$ cat src/rtl/sync_rx_pkg.sv
package sync_rx_pkg;

   localparam int unsigned PAT_MAX = 16;

   typedef enum logic {
      ST_HUNT = 1'b0,
      ST_SYNC = 1'b1
   } rx_state_e;

   // Length code: {len_sel[1], len_sel[0]}
   function automatic logic [4:0] sync_len(input logic [1:0] code);
      logic [4:0] n;
      case (code)
         2'b01:   n = 5'd12;
         2'b00:   n = 5'd16;
         2'b11:   n = 5'd6;
         default: n = 5'd8;
      endcase
      return n;
   endfunction

endpackage

$ cat src/rtl/srx_hunt_shifter.sv
module srx_hunt_shifter
   import sync_rx_pkg::*;
#(
   parameter int unsigned PAT_W = 16
) (
   input  logic             clk,
   input  logic             rst_n,
   input  logic             clr,
   input  logic             shift_en,
   input  logic             bit_in,
   input  logic [1:0]       len_code,
   input  logic [PAT_W-1:0] pattern,
   output logic             hit
);
   localparam int unsigned FILL_W = $clog2(PAT_W + 1);

   generate
      if (PAT_W < PAT_MAX) begin : g_bad_width
         $error("srx_hunt_shifter: PAT_W must cover the longest sync length");
      end
   endgenerate

   logic [PAT_W-1:0]  hist_q;
   logic [PAT_W-1:0]  hist_nxt;
   logic [FILL_W-1:0] fill_q;
   logic [FILL_W-1:0] fill_nxt;
   logic [PAT_W-1:0]  mask;
   logic [4:0]        len_n;
   logic              full_enough;

   assign len_n    = sync_len(len_code);
   assign hist_nxt = {hist_q[PAT_W-2:0], bit_in};
   assign fill_nxt = (fill_q == FILL_W'(PAT_W)) ? fill_q : fill_q + 1'b1;

   generate
      for (genvar i = 0; i < PAT_W; i++) begin : g_mask
         assign mask[i] = (i < int'(len_n));
      end
   endgenerate

   assign full_enough = (int'(fill_nxt) >= int'(len_n));
   assign hit = shift_en && full_enough && (((hist_nxt ^ pattern) & mask) == '0);

   always_ff @(posedge clk or negedge rst_n) begin
      if (!rst_n) begin
         hist_q <= '0;
         fill_q <= '0;
      end else if (clr) begin
         hist_q <= '0;
         fill_q <= '0;
      end else if (shift_en) begin
         hist_q <= hist_nxt;
         fill_q <= fill_nxt;
      end
   end

   a_r4_fill_bounded: assert property (@(posedge clk) disable iff (!rst_n)
      int'(fill_q) <= PAT_W);

   a_r4_hit_needs_fill: assert property (@(posedge clk) disable iff (!rst_n)
      (clr && !shift_en) |=> !hit || (int'(len_n) <= 1));

endmodule

$ cat src/rtl/srx_char_builder.sv
module srx_char_builder #(
   parameter int unsigned CHAR_W = 8
) (
   input  logic              clk,
   input  logic              rst_n,
   input  logic              clr,
   input  logic              bit_en,
   input  logic              bit_in,
   output logic              done,
   output logic [CHAR_W-1:0] data
);
   localparam int unsigned CNT_W = $clog2(CHAR_W);

   generate
      if (CHAR_W < 2) begin : g_bad_char
         $error("srx_char_builder: CHAR_W must be at least 2");
      end
   endgenerate

   logic [CHAR_W-2:0] acc_q;
   logic [CNT_W-1:0]  cnt_q;

   assign done = bit_en && (cnt_q == CNT_W'(CHAR_W - 1));
   assign data = {acc_q, bit_in};

   always_ff @(posedge clk or negedge rst_n) begin
      if (!rst_n) begin
         acc_q <= '0;
         cnt_q <= '0;
      end else if (clr) begin
         acc_q <= '0;
         cnt_q <= '0;
      end else if (bit_en) begin
         acc_q <= data[CHAR_W-2:0];
         cnt_q <= done ? '0 : cnt_q + 1'b1;
      end
   end

   a_r5_count_range: assert property (@(posedge clk) disable iff (!rst_n)
      int'(cnt_q) < CHAR_W);

   a_r8_idle_holds_count: assert property (@(posedge clk) disable iff (!rst_n)
      (!bit_en && !clr) |=> $stable(cnt_q));

endmodule

$ cat src/rtl/srx_push_stage.sv
module srx_push_stage #(
   parameter int unsigned CHAR_W = 8
) (
   input  logic              clk,
   input  logic              rst_n,
   input  logic              clr,
   input  logic              load,
   input  logic [CHAR_W-1:0] load_data,
   input  logic              out_ready,
   output logic              out_valid,
   output logic [CHAR_W-1:0] out_data,
   output logic              overrun
);
   always_ff @(posedge clk or negedge rst_n) begin
      if (!rst_n) begin
         out_valid <= 1'b0;
         out_data  <= '0;
         overrun   <= 1'b0;
      end else if (clr) begin
         out_valid <= 1'b0;
         overrun   <= 1'b0;
      end else begin
         out_valid <= load;
         if (load) begin
            out_data <= load_data;
         end
         if (out_valid && !out_ready) begin
            overrun <= 1'b1;
         end
      end
   end

   a_r7_overrun_set: assert property (@(posedge clk) disable iff (!rst_n)
      (out_valid && !out_ready && !clr) |=> overrun);

   a_r7_overrun_sticky: assert property (@(posedge clk) disable iff (!rst_n)
      (overrun && !clr) |=> overrun);

endmodule

$ cat src/rtl/sync_hunt_rx.sv
module sync_hunt_rx
   import sync_rx_pkg::*;
#(
   parameter int unsigned PAT_W  = 16,
   parameter int unsigned CHAR_W = 8
) (
   input  logic              clk,
   input  logic              rst_n,
   input  logic              bit_valid,
   input  logic              bit_in,
   input  logic [PAT_W-1:0]  sync_pat,
   input  logic [1:0]        len_sel,
   input  logic              hunt_cmd,
   output logic              out_valid,
   input  logic              out_ready,
   output logic [CHAR_W-1:0] out_data,
   output logic              sync_found,
   output logic              overrun
);
   rx_state_e         state_q;
   logic              hunt_shift;
   logic              sync_shift;
   logic              hit;
   logic              char_done;
   logic [CHAR_W-1:0] char_data;

   assign hunt_shift = bit_valid && !hunt_cmd && (state_q == ST_HUNT);
   assign sync_shift = bit_valid && !hunt_cmd && (state_q == ST_SYNC);
   assign sync_found = (state_q == ST_SYNC);

   always_ff @(posedge clk or negedge rst_n) begin
      if (!rst_n) begin
         state_q <= ST_HUNT;
      end else if (hunt_cmd) begin
         state_q <= ST_HUNT;
      end else if (hit) begin
         state_q <= ST_SYNC;
      end
   end

   srx_hunt_shifter #(.PAT_W(PAT_W)) u_shifter (
      .clk      (clk),
      .rst_n    (rst_n),
      .clr      (hunt_cmd),
      .shift_en (hunt_shift),
      .bit_in   (bit_in),
      .len_code (len_sel),
      .pattern  (sync_pat),
      .hit      (hit)
   );

   srx_char_builder #(.CHAR_W(CHAR_W)) u_builder (
      .clk    (clk),
      .rst_n  (rst_n),
      .clr    (hunt_cmd),
      .bit_en (sync_shift),
      .bit_in (bit_in),
      .done   (char_done),
      .data   (char_data)
   );

   srx_push_stage #(.CHAR_W(CHAR_W)) u_push (
      .clk       (clk),
      .rst_n     (rst_n),
      .clr       (hunt_cmd),
      .load      (char_done),
      .load_data (char_data),
      .out_ready (out_ready),
      .out_valid (out_valid),
      .out_data  (out_data),
      .overrun   (overrun)
   );

   a_r2_sync_after_bit: assert property (@(posedge clk) disable iff (!rst_n)
      $rose(sync_found) |-> $past(bit_valid) && !$past(hunt_cmd));

   a_r6_hunt_clears: assert property (@(posedge clk) disable iff (!rst_n)
      hunt_cmd |=> (!sync_found && !out_valid && !overrun));

   a_r5_valid_pulse: assert property (@(posedge clk) disable iff (!rst_n)
      out_valid |=> !out_valid);

   a_r5_valid_only_synced: assert property (@(posedge clk) disable iff (!rst_n)
      out_valid |-> $past(sync_found));

   a_r8_idle_state: assert property (@(posedge clk) disable iff (!rst_n)
      (!bit_valid && !hunt_cmd) |=> $stable(sync_found));

endmodule

$ cat config.mk
export PLATFORM = sky130hd
export DESIGN_NAME = sync_hunt_rx
export DESIGN_NICKNAME = d
export VERILOG_FILES = /design/src/rtl/sync_rx_pkg.sv /design/src/rtl/srx_hunt_shifter.sv /design/src/rtl/srx_char_builder.sv /design/src/rtl/srx_push_stage.sv /design/src/rtl/sync_hunt_rx.sv
export SDC_FILE = /design/constraint.sdc
export NUM_CORES = 1
export LEC_CHECK = 0
export CAP_MARGIN = 10
export CORE_UTILIZATION = 53
export DETAILED_ROUTE_END_ITERATION = 7
export PLACE_DENSITY = 0.79
export SYNTH_ARGS = -nofsm -noshare
export SYNTH_HDL_FRONTEND = slang
export SYNTH_HIERARCHICAL = 1
export SYNTH_SLANG_ARGS = --single-unit
$ cat constraint.sdc
create_clock -name clk -period 2.6 [get_ports clk]
set_clock_uncertainty 0.15 [all_clocks]
set_input_delay 0.39 -clock clk [delete_from_list [all_inputs] [get_ports clk]]
set_output_delay 0.39 -clock clk [all_outputs]
set_load 0.03 [all_outputs]
# After elaboration in Yosys (flattened, before gate mapping)
# Cells that the tools add are included.
[classes] add_sub_neg=2 mul=0 div=0 magnitude_cmp=17 n_eq_ne=4 shifts=0 mux=16 bitwise=4 n_reduce_logical=16
[op_table] cell="4-bit by 5-bit < comparator with 1-bit output, first input constant" n=8
[op_table] cell="15-bit 2-to-1 mux" n=2
[op_table] cell="3-bit by 5-bit < comparator with 1-bit output, first input constant" n=4
[op_table] cell="16-bit bitwise AND" n=1
[op_table] cell="16-bit zero test" n=1
[op_table] cell="16-bit bitwise XOR" n=1
[op_table] cell="5-bit 2-to-1 mux" n=3
[op_table] cell="5-bit case mux with 3 select lines" n=1
[op_table] cell="7-bit 2-to-1 mux" n=2
[op_table] cell="1-bit by 5-bit < comparator with 1-bit output, first input constant" n=2
[op_table] cell="2-bit by 5-bit < comparator with 1-bit output, first input constant" n=2
[op_table] cell="3-bit 2-to-1 mux" n=3
[op_table] cell="2-bit nonzero test" n=4
[op_table] cell="1-bit logical AND" n=7
[op_table] cell="5-bit by 1-bit adder with 5-bit output, second input constant" n=1
[op_table] cell="5-bit == test, second input constant" n=1
[op_table] cell="5-bit greater-or-equal comparator" n=1
[op_table] cell="1-bit 2-to-1 mux" n=5
[op_table] cell="3-bit by 1-bit adder with 3-bit output, second input constant" n=1
[op_table] cell="3-bit == test, second input constant" n=1
[op_table] cell="2-bit by 1-bit == test with 1-bit output, second input constant" n=1
[op_table] cell="2-bit == test, second input constant" n=1
[op_table] cell="1-bit zero test" n=2
[op_table] cell="2-bit zero test" n=1
[op_table] cell="other kinds (2)" n=3
[word_totals] register_bits=41 latch_bits=0 ramBits=0 mem_bits_ro=0 inputBits=24 out_inout_bits=11 word_cells=67 n_memories=0

# Depth between registers and ports, before layout
# Gate-level depths: netlist of run 1.
[logic_depth] ltp_word=8 depth_mapped=11 mapped_depth_nobuf=11

# Cells and area by module
# The synthesis of run 1 kept the hierarchy.
[by_module_without_submodules] mod="srx_hunt_shifter" instances=1 cells_each=124 area_per_inst_um2=1288.7 seq_area_each_um2=500.5
[by_module_without_submodules] mod="srx_char_builder" instances=1 cells_each=37 area_per_inst_um2=457.9 seq_area_each_um2=250.2
[by_module_without_submodules] mod="srx_push_stage" instances=1 cells_each=23 area_per_inst_um2=402.9 seq_area_each_um2=250.2
[by_module_without_submodules] mod="sync_hunt_rx" instances=1 cells_each=4 area_per_inst_um2=56.3 seq_area_each_um2=25.0

# Worst setup path before layout of run 1
# OpenSTA, ideal clock, no wires.
[synth_timing] kind="register to register" start="reg u_shifter.fill_q[0]" end="reg state_q, in the netlist sync_found" arrival_time_ps=1691 slack_ps=640 stages_incl_launch_ff=12 path_cell_list="dfrtp_1 > inv_1 > ha_1 > nand3b_1 > nand3b_1 > nand2_1 > ha_1 > a21o_1 > a21oi_1 > o211a_1 > nor4_2 > o21ba_1"
[synth_via] elab_chain_cells=6 elab_cells_between_ends=7 cone_classes="add/sub: 1; order compare: 1; eq/ne: 1; mux: 1; reduce/logical: 3"
[synth_lines] item="start, declared" line_no="srx_hunt_shifter.sv:25" text="logic [FILL_W-1:0] fill_q;"
[synth_lines] item="start signal, assigned" line_no="srx_hunt_shifter.sv:53" text="fill_q <= fill_nxt;"
[synth_lines] item="5-bit by 1-bit adder with 5-bit output or 5-bit == test (tied branches)" line_no="srx_hunt_shifter.sv:33" text="assign fill_nxt = (fill_q == FILL_W'(PAT_W)) ? fill_q : fill_q + 1'b1;"
[synth_lines] item="5-bit 2-to-1 mux *" line_no="srx_hunt_shifter.sv:33"
[synth_lines] item="5-bit greater-or-equal comparator *" line_no="srx_hunt_shifter.sv:41" text="assign full_enough = (int'(fill_nxt) >= int'(len_n));"
[synth_lines] item="1-bit logical AND * (2 in a row)" line_no="srx_hunt_shifter.sv:42" text="assign hit = shift_en && full_enough && (((hist_nxt ^ pattern) & mask) == '0);"
[synth_lines] item="named net hit" line_no="sync_hunt_rx.sv:23" text="logic hit;"
[synth_lines] item="2-bit nonzero test (no source line) *"
[synth_lines] item="end signal, assigned" line_no="sync_hunt_rx.sv:33" text="state_q <= ST_HUNT;"
[synth_lines] item="end signal, assigned" line_no="sync_hunt_rx.sv:35" text="state_q <= ST_HUNT;"
[synth_lines] item="end signal, assigned" line_no="sync_hunt_rx.sv:37" text="state_q <= ST_SYNC;"
[synth_lines] item="end, declared" line_no="sync_hunt_rx.sv:20" text="rx_state_e state_q;"
# The timed path passes the listed nets; every way through them passes the cells marked *.
# A chain may end at the register's enable or synchronous reset.

# Worst setup path after layout of run 1
[layout_timing] start="in len_sel[0]" end="reg state_q, in the netlist sync_found"
[layout_via] elab_chain_cells=7 elab_cells_between_ends=26 cone_classes="order compare: 17; eq/ne: 2; mux: 1; bitwise: 1; reduce/logical: 5"
[layout_lines] item="start, declared" line_no="sync_hunt_rx.sv:12" text="input logic [1:0] len_sel,"
[layout_lines] item="2-bit == test (tied with other cells)" line_no="sync_rx_pkg.sv:13" text="case (code)"
[layout_lines] item="5-bit case mux with 3 select lines *" line_no="sync_rx_pkg.sv:13"
[layout_lines] item="1-bit by 5-bit < comparator with 1-bit output (tied with other cells)" line_no="srx_hunt_shifter.sv:37" text="assign mask[i] = (i < int'(len_n));"
[layout_lines] item="16-bit bitwise AND" line_no="srx_hunt_shifter.sv:42"
[layout_lines] item="16-bit zero test" line_no="srx_hunt_shifter.sv:42"
[layout_lines] item="1-bit logical AND *" line_no="srx_hunt_shifter.sv:42"
[layout_lines] item="named net hit" line_no="sync_hunt_rx.sv:23"
[layout_lines] item="2-bit nonzero test (no source line) *"
# Marked as above.

==> summary.md, run 1 <==
| Metric | Value |
|---|---|
| Wire per inst | 15.35 um |
| IO Pins | 35 |
| Die area | 0.004424 mm2 |
| Die span in y | ~67 um |
| Max FO, Critical Path | 3 |
| Routability Congestion | around 0.76 |
| Via count | about 1.5k |
| Row cnt | 23 |
| Sequential Area | about 0.001 mm2 |
| Via-to-Cell Ratio | around 5.4 |
| Root buffer cell | clkbuf_8 |
| Antenna cells | 0 |
| CTS buffer count | 5 |
| Critical path's largest stage delay | ~0.51 ns |
| Met3 Use GR | approximately 4.5% |
| Flops & latches, synth | 41 |
| Hold_buf cts | 0 |
| Maximum clock path buffer count | 2 |
| M2 GR Usage | 35.20% |
| Core footprint | between 0.004 and 0.005 mm2 |
| WP data required | about 2.6 ns |
| Max-slew headroom | a little under a third |
| FF-to-FF path depth | 5 |
| Crit path max-delay cell type | clkdlybuf4s50_1 |
| Setup Crit Path Kind | input port to flip-flop |
| Clock transition at the registers of the reported paths | ~0.080 ns |
| Number of global-route vias before repair | ~1.5k |
| Detailed Routing Iterations Pass 1 | 6 |
| Primary FF master, synth | dfrtp_1 |
| Part of the cycle the worst path needs | between 90 and 100% |
| Final setup viols | 0 |
| Setup bufs post-CTS | 0 |
| Buffers on Ports | 34 |
| Count of different cell masters after synthesis | 39 |
| Post-Syn Area | between 0.002 and 0.0025 mm2 |
| R2R setup slack | about 0.26 ns |
| Final hold slack | slightly below 0.06 ns |
| Drt first-iter violations | between 40 and 50 |
| Synth Instances | roughly 190 |
| CP Data Arrival Time | about 2.4 ns |
| Final min period | 2.358 ns |
| RR Endpoint | u_push/out_data[4] |
| Met1 GRT Util | between 20% and 30% |
| Status | complete, no violations |
| Initial antenna violation count | 0 |
| Post-synth EDFFs | 0 |
| PwrDens | about 500 mW/mm2 |
| Final wirelength | ~4.2 mm |
| H-tree depth | 2 |
| Syn_nets | roughly 230 |
| Worst path bufs/invs | 3 |
| Top Usage Layer GRT | met2 |
| DIE WIDTH | 66.52 um |
| Worst slew pin tran | around 1.0 ns |
| GR Util All Layers | 21.04% |
| Final TNS setup | 0 ns |
| LEAKAGE | 1.242 nW |
| FFs w/ async S/R, synth | 100.0% |
| Delay-heaviest family, CP | compound AO/OA/AOI/OAI gates |
| Nets | between 200 and 300 |
| Slew Viols, Final | 0 |
| Avg Inst Size Synth | about 12 um2 |
| Largest net degree at the start of global routing | 42 |
| Post-cts resize count | 0 |
| Share of cells above drive strength 1 | roughly 12% |
| Crit end category | flip-flop |
| Yosys warning count | 6 |
| Sink Count | slightly above 40 |
| Filler cells | roughly 290 |
| Critical path cell sequence | clkdlybuf4s50_1, inv_1, ha_1, inv_1, ha_1, a21o_1, a21oi_1, o211a_1, nor4_2, o21ba_1 |
| CP Launch Type | input port |
| Total of max-cap violations | 0 |
| Peak Freq | 424.1 MHz |
| Post-DRT Antenna Nets | 0 |
| RSZ-0062 raised after global routing | no |
| Starting Density | between 50% and 60% |
| Worst vdd ir | a little over 0.0004 V |
| Commonest non-fill, non-tap cell in the layout | dfrtp_1 |
| Multi-input gate area | roughly 0.0011 mm2 |
| HP Class | input port to asynchronous set/reset pin |
| Reg-to-Reg Start | u_builder/cnt_q[0] |
| Final hold vios | 0 |
| Most frequent cells in the layout | dfrtp_1, clkdlybuf4s50_1, nor2_1 |
| Worst-Skew Late Latency | 0.29 ns |
| First-pass GRT wire length | a little under 7 mm |
| Register area share after synthesis | between 40 and 50% |
| DRC | 0 |
| Area grow syn2layout | 23.03% |
| Hpwl dp | 3.032 mm |
| Global route total overflow | 0 |
| CTS tree | yes |
flip-flops by register name, indices dropped and copies added (netlist names):
name	flops
u_push/out_valid	1
u_builder/acc_q	7
sync_found	1
u_shifter/hist_q	15
u_push/overrun	1
u_builder/cnt_q	3
u_shifter/fill_q	5
u_push/out_data	8
where the power goes:
group | switching (mW) | internal, mW | total [mW]
sequential | 0.00624 | 0.641 | 0.647
clock | 0.216 | 0.381 | 0.597
combinational | 0.0646 | 0.0683 | 0.133
total | 0.287 | 1.09 | 1.38
area by class of cell:
| class | instances | share of cell area, % |
|---|---|---|
| clock inverters | 3 | 2.397 |
| repair buffers | 38 | 13.46 |
| inverters | 8 | 1.107 |
| well taps | 50 | 2.305 |
| multi-input cells | 130 | 40.39 |
| flip-flops and latches | 41 | 37.81 |
| clock buffers | 5 | 2.536 |
cells in the mapped netlist, drive strengths merged (2+ instances only):
cell type	count	area [um2]
a21oi	2	10.01
buf	7	52.54
clkbuf	2	7.510
dfrtp	41	1026
ha	13	162.7
inv	8	30.03
mux2	8	120.1
mux2i	24	240.2
nand2b	2	12.51
nand3	2	10.01
nand3b	2	15.01
nand4	4	25.02
nor2	30	115.1
nor2b	2	15.02
xnor2	17	148.9
xor2	5	43.79
cell families (layout without fill, tap and decap cells):
group                      count (synthesis)  in the layout  synth area share, %
AOI/OAI and AO/OA                         13             13                4.708
and+or+nand+nor                           50             50                12.25
buffers and inverters                     17             54                4.084
DFF                                       41             41                46.51
muxes                                     32             32                16.34
xor gates and xnor gates                  22             22                8.735
adders and majority gates                 13             13                7.374
metrics by stage:
stage / instance area, um2 / power (mW) / util (%) / setup slack, ns / instances
2_1_floorplan: 2206 / 0.7265 / - / 0.6403 / 188
3_3_place_gp: 2580 / 0.7876 / 64.50 / 0.03016 / 267
3_5_place_dp: 2580 / 0.7932 / 64.50 / -0.04716 / 267
4_1_cts: 2714 / 1.392 / 67.84 / 0.2538 / 275
5_1_grt: 2714 / 1.426 / 67.84 / 0.1782 / 275
6_report: 2714 / 1.377 / 67.84 / 0.2423 / 275
metal layers:
layer	up-vias	wire, um
met5	-	0
met4	0	103
met3	12	140
met2	27	2135
met1	733	1842
li1	714	-
worst max path at each step:
stage | startpoint | end | cells after the start
detailed placement | len_sel[0] | sync_found | 10
global route | u_builder/cnt_q[0] | u_push/out_data[4] | 5
CTS | len_sel[0] | sync_found | 10
floorplan | u_shifter/fill_q[0] | sync_found | 11
finish | len_sel[0] | sync_found | 10
global placement | bit_valid | u_push/out_data[5] | 5
Note: power is estimated with default switching activity, not from simulation.
==> run 2, diff against run 1 <==
--- a/config.mk
+++ b/config.mk
@@ -6,9 +6,11 @@
 export NUM_CORES = 1
 export LEC_CHECK = 0
 export CAP_MARGIN = 10
+export CORE_MARGIN = 8
 export CORE_UTILIZATION = 53
 export DETAILED_ROUTE_END_ITERATION = 7
 export PLACE_DENSITY = 0.79
+export SLEW_MARGIN = 10
 export SYNTH_ARGS = -nofsm -noshare
 export SYNTH_HDL_FRONTEND = slang
 export SYNTH_HIERARCHICAL = 1
==> run 2 against run 1 <==
Via count fell by 2.0%; count of clock-buffer cells in the layout unchanged; core utilization shrank 0.47 points; final cell count did not move; sequential power about the same; clock power decreased by 15%; register-to-register slack better by 0.11 ns; design area decreased by 0.69%; sequential cell count unchanged; highest routed layer unchanged.
==> summary.md, run 2 (same netlist as run 1, synthesis figures left out) <==
| Metric | Value |
|---|---|
| Number of global-route vias before repair | around 1.5k |
| Part of the cycle the worst path needs | roughly 90% |
| Routability Congestion | 0.7865 |
| Max reg flops | 15 |
| Critical path cell sequence | clkdlybuf4s50_1, inv_1, ha_1, inv_1, ha_1, a21o_1, a21oi_1, o211a_1, nor4_2, o21ba_1 |
| Maximum clock path buffer count | 2 |
| Hold_buf cts | 0 |
| Post-DRT Antenna Nets | 0 |
| Row cnt | 23 |
| GR Util All Layers | ~14% |
| Core footprint | approximately 0.0040 mm2 |
| Setup Crit Path Kind | input port to flip-flop |
| Hpwl dp | approximately 3.2 mm |
| Post-cts resize count | 0 |
| Critical path's largest stage delay | between 0.5 and 0.6 ns |
| Wire per inst | 15.64 um |
| Worst-Skew Late Latency | about 0.29 ns |
| Final min period | about 2.3 ns |
| Status | complete, no violations |
| Crit end category | flip-flop |
| Antenna cells | 0 |
| Starting Density | a little under three fifths |
| H-tree depth | 2 |
| Commonest non-fill, non-tap cell in the layout | dfrtp_1 |
| Nets | about 260 |
| Peak Freq | roughly 430 MHz |
| Register share of total power | 50.3% |
| Sink Count | roughly 40 |
| Psw | a little under 0.3 mW |
| Worst vdd ir | ~0.00047 V |
| Top flop regs | u_shifter/hist_q (15), u_push/out_data (8), u_builder/acc_q (7) |
| Detailed Routing Iterations Pass 1 | 4 |
| Crit path max-delay cell type | clkdlybuf4s50_1 |
| Initial antenna violation count | 0 |
| Max FO, Critical Path | 3 |
| Via count | approximately 1.5k |
| DRC | 0 |
| Share of cells above drive strength 1 | about an eighth |
| Pre-CTS setup slack | -0.02376 ns |
| CP Data Arrival Time | about 2.4 ns |
| Area grow syn2layout | 22.18% |
| Root buffer cell | clkbuf_8 |
| CP Launch Type | input port |
| Final wirelength | approximately 4.3 mm |
| Comb power frac | 10.3% |
| Slew Viols, Final | 0 |
| Final WS setup | ~0.28 ns |
| Max-slew headroom | a little under two fifths |
| IO Pins | 35 |
| Clock transition at the registers of the reported paths | around 0.080 ns |
| RSZ-0062 raised after global routing | no |
| DIE WIDTH | 80.52 um |
| Global route total overflow | 0 |
| Die area | around 0.0065 mm2 |
| PwrDens | ~480 mW/mm2 |
| Most frequent cells in the layout | dfrtp_1, clkdlybuf4s50_1, nor2_1 |
| LEAKAGE | ~1.2 nW |
| HP Class | input port to asynchronous set/reset pin |
| Drt first-iter violations | 55 |
| Biggest register | u_shifter/hist_q |
| CTS buffer count | 5 |
| Buffers on Ports | 34 |
| Final hold vios | 0 |
| Largest net degree at the start of global routing | 42 |
| Total of max-cap violations | 0 |
| Final TNS setup | 0 ns |
| Worst setup startpoint | len_sel[0] |
| Sw Ratio | a little under a quarter |
| First-pass GRT wire length | between 7 and 8 mm |
| Final setup viols | 0 |
| Clock power frac | between 30% and 40% |
| Setup bufs post-CTS | 0 |
| Die span in y | 80.52 um |
| WP data required | between 2 and 3 ns |
| CTS tree | yes |
| Worst slew pin tran | between 0.9 and 1 ns |
| Via-to-Cell Ratio | 5.298 |
| Reg-to-Reg Start | u_builder/cnt_q[0] |
| Int Power | around 1.0 mW |
run 2: worst paths after layout:
kind / to / cells after the start / slack, ns
setup / recovery: sync_found / 10 / 0.28
hold / removal: u_shifter/hist_q[7] / 1 / 0.06
setup reg to reg: u_push/out_data[2] / 5 / 0.37
hold reg to reg: u_push/out_data[7] / 1 / 0.36
max in group asynchronous: u_shifter/hist_q[2] / 1 / 1.69
min in group clk: u_push/out_data[7] / 1 / 0.36
run 2: layer usage:
metal | global-route usage (%) | wire length, um | vias up
met1 | 17.37 | 1947 | 719
met5 | 0 | 0 | -
li1 | - | - | 712
met3 | 4.018 | 148 | 4
met2 | 23.50 | 2176 | 22
met4 | 5.091 | 27 | 0
run 2: power by group through the flow:
stage                     Combinational [mW]  Sequential [mW]  Clock [mW]
final                                  0.132            0.647       0.508
after global routing                   0.146            0.648       0.556
after CTS                              0.134            0.647       0.525
after detailed placement               0.133            0.660           0
after global placement                 0.128            0.659           0
after floorplan                       0.0694            0.657           0
run 2: worst max-delay path: cells and delay by family:
family | cells | cell delay [ns]
AO/OA/AOI/OAI | 4 | 0.68
buffers and inverters | 3 | 0.65
adder cells (fa/ha/maj) | 2 | 0.60
AND/OR/NAND/NOR | 1 | 0.05
run 2: cell type report:
type	instances	area, um2
clock buffers	5	68.82
flip-flops and latches	41	1026
multi-input cells	130	1096
clock inverters	3	46.29
well taps	50	62.56
repair buffers	38	365.4
fillers	303	1305
inverters	8	30.03
run 2: per-stage QoR:
step           cell area (um2)  power, mW  hold WS, ns  cells  utilization [%]
6_report                  2695      1.287      0.05647    275            67.38
5_1_grt                   2695      1.349       0.1296    275            67.38
4_1_cts                   2695      1.306      0.08148    275            67.38
3_5_place_dp              2580     0.7926       0.3530    267            64.50
3_3_place_gp              2580     0.7875       0.3329    267            64.50
2_1_floorplan             2206     0.7265     -0.05559    188                -
